$ cat config.mk
export PLATFORM = sky130hd
export DESIGN_NAME = alu_core
export DESIGN_NICKNAME = d
export VERILOG_FILES = /design/src/rtl/alu_pkg.sv /design/src/rtl/alu_logic_unit.sv /design/src/rtl/alu_adder.sv /design/src/rtl/alu_zero_detect.sv /design/src/rtl/alu_core.sv
export SDC_FILE = /design/constraint.sdc
export NUM_CORES = 1
export LEC_CHECK = 0
export ABC_AREA = 1
export BUFFER_PORTS_ARGS = -buffer_cell sky130_fd_sc_hd__buf_2
export CAP_MARGIN = 10
export CORE_UTILIZATION = 35
export DETAILED_ROUTE_END_ITERATION = 10
export GPL_TIMING_DRIVEN = 0
export REMOVE_ABC_BUFFERS = 1
export SETUP_SLACK_MARGIN = 0.02
export SLEW_MARGIN = 20
export SYNTH_ARGS = -nofsm -noshare
export SYNTH_HDL_FRONTEND = slang
export SYNTH_HIERARCHICAL = 1
export SYNTH_SLANG_ARGS = --single-unit
$ cat constraint.sdc
create_clock -name vclk -period 25.2
set_input_delay 5.04 -clock vclk [all_inputs]
set_output_delay 5.04 -clock vclk [all_outputs]
set_load 0.02 [all_outputs]
$ cat src/rtl/alu_pkg.sv
package alu_pkg;

   typedef enum logic [1:0] {
      SEL_AND  = 2'b00,
      SEL_OR   = 2'b01,
      SEL_SUM  = 2'b10,
      SEL_LESS = 2'b11
   } alu_sel_e;

   localparam int ADDER_RIPPLE = 0;
   localparam int ADDER_WIDE   = 1;

endpackage

$ cat src/rtl/alu_logic_unit.sv
module alu_logic_unit #(
   parameter int WIDTH = 32
) (
   input  logic [WIDTH-1:0] a,
   input  logic [WIDTH-1:0] b,
   output logic [WIDTH-1:0] and_out,
   output logic [WIDTH-1:0] or_out
);

   if (WIDTH < 1) begin : g_bad_width
      $error("alu_logic_unit: WIDTH must be positive");
   end

   for (genvar i = 0; i < WIDTH; i++) begin : g_bit
      assign and_out[i] = a[i] & b[i];
      assign or_out[i]  = a[i] | b[i];
   end

endmodule

$ cat src/rtl/alu_adder.sv
module alu_adder #(
   parameter int WIDTH = 32,
   parameter int STYLE = alu_pkg::ADDER_RIPPLE
) (
   input  logic [WIDTH-1:0] a,
   input  logic [WIDTH-1:0] b,
   input  logic             cin,
   output logic [WIDTH-1:0] sum,
   output logic             ovf
);

   if (WIDTH < 2) begin : g_bad_width
      $error("alu_adder: WIDTH must be at least 2");
   end
   if (STYLE != alu_pkg::ADDER_RIPPLE && STYLE != alu_pkg::ADDER_WIDE) begin : g_bad_style
      $error("alu_adder: unknown STYLE");
   end

   if (STYLE == alu_pkg::ADDER_RIPPLE) begin : g_ripple
      logic [WIDTH:0] carry;
      assign carry[0] = cin;
      for (genvar i = 0; i < WIDTH; i++) begin : g_fa
         logic half;
         assign half       = a[i] ^ b[i];
         assign sum[i]     = half ^ carry[i];
         assign carry[i+1] = (a[i] & b[i]) | (carry[i] & half);
      end
      assign ovf = carry[WIDTH] ^ carry[WIDTH-1];
   end else begin : g_wide
      logic [WIDTH:0] ext;
      logic           msb_cin;
      assign ext     = {1'b0, a} + {1'b0, b} + {{WIDTH{1'b0}}, cin};
      assign sum     = ext[WIDTH-1:0];
      assign msb_cin = a[WIDTH-1] ^ b[WIDTH-1] ^ ext[WIDTH-1];
      assign ovf     = ext[WIDTH] ^ msb_cin;
   end

endmodule

$ cat src/rtl/alu_zero_detect.sv
module alu_zero_detect #(
   parameter int WIDTH = 32
) (
   input  logic [WIDTH-1:0] value,
   output logic             is_zero
);

   if (WIDTH < 1) begin : g_bad_width
      $error("alu_zero_detect: WIDTH must be positive");
   end

   logic [WIDTH:0] any_set;
   assign any_set[0] = 1'b0;
   for (genvar i = 0; i < WIDTH; i++) begin : g_scan
      assign any_set[i+1] = any_set[i] | value[i];
   end
   assign is_zero = ~any_set[WIDTH];

endmodule

$ cat src/rtl/alu_core.sv
module alu_core #(
   parameter int WIDTH       = 32,
   parameter int ADDER_STYLE = alu_pkg::ADDER_RIPPLE
) (
   input  logic [WIDTH-1:0] opnd_a,
   input  logic [WIDTH-1:0] opnd_b,
   input  logic [2:0]       ctrl,
   output logic [WIDTH-1:0] result,
   output logic             zero
);
   import alu_pkg::*;

   if (WIDTH < 2) begin : g_bad_width
      $error("alu_core: WIDTH must be at least 2");
   end

   logic             invert_b;
   alu_sel_e         sel;
   logic [WIDTH-1:0] b_eff;
   logic [WIDTH-1:0] and_val;
   logic [WIDTH-1:0] or_val;
   logic [WIDTH-1:0] sum_val;
   logic             ovf;
   logic             less;

   assign invert_b = ctrl[2];
   assign sel      = alu_sel_e'(ctrl[1:0]);
   assign b_eff    = invert_b ? ~opnd_b : opnd_b;

   alu_logic_unit #(.WIDTH(WIDTH)) u_logic (
      .a       (opnd_a),
      .b       (b_eff),
      .and_out (and_val),
      .or_out  (or_val)
   );

   alu_adder #(.WIDTH(WIDTH), .STYLE(ADDER_STYLE)) u_adder (
      .a   (opnd_a),
      .b   (b_eff),
      .cin (invert_b),
      .sum (sum_val),
      .ovf (ovf)
   );

   // Sign of the sum, flipped when the signed add overflowed.
   assign less = sum_val[WIDTH-1] ^ ovf;

   always_comb begin
      unique case (sel)
         SEL_AND:  result = and_val;
         SEL_OR:   result = or_val;
         SEL_SUM:  result = sum_val;
         SEL_LESS: result = {{(WIDTH-1){1'b0}}, less};
         default:  result = '0;
      endcase
   end

   alu_zero_detect #(.WIDTH(WIDTH)) u_zero (
      .value   (result),
      .is_zero (zero)
   );

   always_comb begin
      if (ctrl == 3'b000) begin
         assert_and_subset_R1: assert (((result | opnd_a) == opnd_a) && ((result | opnd_b) == opnd_b));
      end
      if (ctrl == 3'b001) begin
         assert_or_superset_R2: assert (((result & opnd_a) == opnd_a) && ((result & opnd_b) == opnd_b));
      end
      if (ctrl == 3'b010) begin
         assert_add_inverse_R3: assert ((result - opnd_b) == opnd_a);
      end
      if (ctrl == 3'b110) begin
         assert_sub_inverse_R4: assert ((result + opnd_b) == opnd_a);
      end
      if (ctrl[1:0] == 2'b11) begin
         assert_flag_upper_clear_R5: assert (result[WIDTH-1:1] == '0);
      end
      if (ctrl == 3'b111 && opnd_a[WIDTH-1] != opnd_b[WIDTH-1]) begin
         assert_sign_split_R5: assert (result[0] == opnd_a[WIDTH-1]);
      end
      assert_zero_flag_R8: assert (zero == (result == '0));
   end

endmodule

==> summary.md <==
| Metric | Value |
|---|---|
| Run status | `complete, no violations` |
| Grt total ovfl | `0` |
| Final Setup Violations | `0` |
| Post-synthesis xor/xnor area fraction | `12.04%` |
| PD cells | `around 27 nW/um^2` |
| Pins Over Slew Limit | `0` |
| Number of global-route vias before repair | `2,256` |
| Layout cells sized above 1 | `20.87%` |
| Leak Pwr | `0.001931 uW` |
| Post-Synth Simple-Gate Area | `39.84%` |
| Tot Pwr | `77.93 uW` |
| First-pass GRT wire length | `9473 um` |
| Die Width | `83.54 um` |
| DR pass1 iterations | `4` |
| Fin crit share | `~97%` |
| Crit path time final | `about 25,000 ps` |
| Max-slew headroom | `49.38%` |
| Mapped Cells | `420` |
| Rows | `29` |
| Hold WC Path Type | `primary input to output port` |
| Final nets | `609` |
| Cell Area, Synth | `2327 um^2` |
| Setup TNS Final | `0 ps` |
| Hold violation count in the final report | `0` |
| Post-synthesis adder-cell area fraction | `27.53%` |
| Commonest non-fill, non-tap cell in the layout | `nand2_1` |
| Setup Buffers After CTS | `0` |
| Worst-Margin Slew | `757.5 ps` |
| Largest family of logic cells by synthesized area | `simple AND/OR/NAND/NOR gates` |
| Cts hold-fix bufs | `0` |
| Synth warn | `6` |
| Seq cells | `0` |
| Post-route DRC | `0` |
| Slowest stage cell, crit path | `buf_4` |
| Top Layer Used | `met3` |
| Met2 WL | `2502 um` |
| Buf/Inv on CP | `5` |
| Post-synthesis mux area share | `0%` |
| Number of diodes | `0` |
| Startpoint types | `primary input` |
| Largest net degree at the start of global routing | `34` |
| Top cell type by total area after synthesis | `nand2_1` |
| Area delta synth->final | `24.14%` |
| Post-DRT Antenna Nets | `0` |
| Met1 Wirelength | `2641 um` |
| Post-CTS resize count | `0` |
| Max Cap Viol | `0` |
| Maximum clock frequency | `40.82 MHz` |
| CP Class | `primary input to output port` |
| Initial Util | `36.44%` |
| Mapped Avg Cell Area | `5.541 um^2` |
| Crit path capture type | `output port` |
| Crit-path max cell delay | `450 ps` |
| Compound-Gate Fraction of Synth Area | `0%` |
| Initial antenna violation count | `0` |
| Post-DP HPWL | `4409 um` |
| Crit path required time | `just over 20,000 ps` |
| Routability cong. | `0.7428` |
| Sequential-to-total area share from yosys stat | `0%` |
| Met3 wire length | `244 um` |
| Synth unique cells | `10` |
| Top cells by area, synth | `nand2_1 (28%), fa_1 (28%), inv_1 (17%), xor2_1 (12%), nand3_1 (7.5%)` |
| Yosys top cell area share | `28.23%` |
| Drt first-iter violations | `70` |
| Clock buffers | `0` |
| Peak VDD IR | `0.01211 mV` |
| Critical Path Fanout Max | `33` |
| Worst path arrival time | `roughly 19,000 ps` |
| DIE AREA | `6979 um^2` |
| Post-Route WL | `roughly 5400 um` |
| Worst path most repeated cell | `fa_1` |
| Wire length per cell | `9.210 um` |
| PortBufs | `100` |
| Vias/cell | `4.147` |
| Num ports | `100` |
| Total track usage | `between 10% and 20%` |
| Vias post-DR | `roughly 2,400` |
| Area of the core | `between 6000 and 7000 um^2` |
| RSZ-0062 raised after global routing | `no` |
| Seq. cell area | `0 um^2` |
| Die Y | `83.54 um` |
| Top Family by Delay on Critical Path | `adder cells` |
| Most frequent cells in the layout | `nand2_1 (175), inv_1 (107), buf_2 (99)` |
==> Yosys cell counts <==
cell type  number
inv_1         107
nor2_2          2
buf_2          11
nor2_1         22
nand3_1        35
xor2_1         32
inv_2           2
fa_1           32
buf_4           2
nand2_1       175
==> through the flow <==
step                      area [um^2]  hold WS, ps  worst slack [ps]  util, %  instances
final                            2889        10560             699.9    45.24        585
after global routing             2889        10620             26.22    45.24        585
after CTS                        2887        10570             254.4    45.20        585
after detailed placement         2887        10570             291.7    45.20        585
after global placement           2854        10560             304.7    44.69        584
after floorplan                  2257        10370              1797        -        407
==> cell families after synthesis <==
family / after synthesis
adder cells (fa/ha/maj): 32
buffers and inverters: 122
AND/OR/NAND/NOR: 234
XOR/XNOR: 32
==> metal layers <==
| metal | GRT usage, % | up-vias |
|---|---|---|
| met5 | 0 | - |
| met4 | 0.6163 | 0 |
| met3 | 0.8902 | 0 |
| li1 | - | 1354 |
| met2 | 27.65 | 56 |
| met1 | 22.59 | 1016 |
==> final cells by class <==
cell class	count	area, um^2
tap	77	96.34
fill	691	3497
inverter	109	409.1
timing repair buffer	101	518.0
multi-input combinational	298	1866
==> power breakdown <==
part           leakage (uW)  switching (uW)  total (uW)  internal (uW)
clock                     0               0           0              0
sequential                0               0           0              0
combinational       0.00193            48.4        77.9           29.6
total               0.00193            48.4        77.9           29.6
==> worst paths after layout <==
kind | startpoint | endpoint | slack [ps] | cells past startpoint
setup / recovery | ctrl[2] | zero | 700 | 48
hold / removal | opnd_a[7] | result[7] | 10560 | 6
Power figures use the tool's default switching activity.
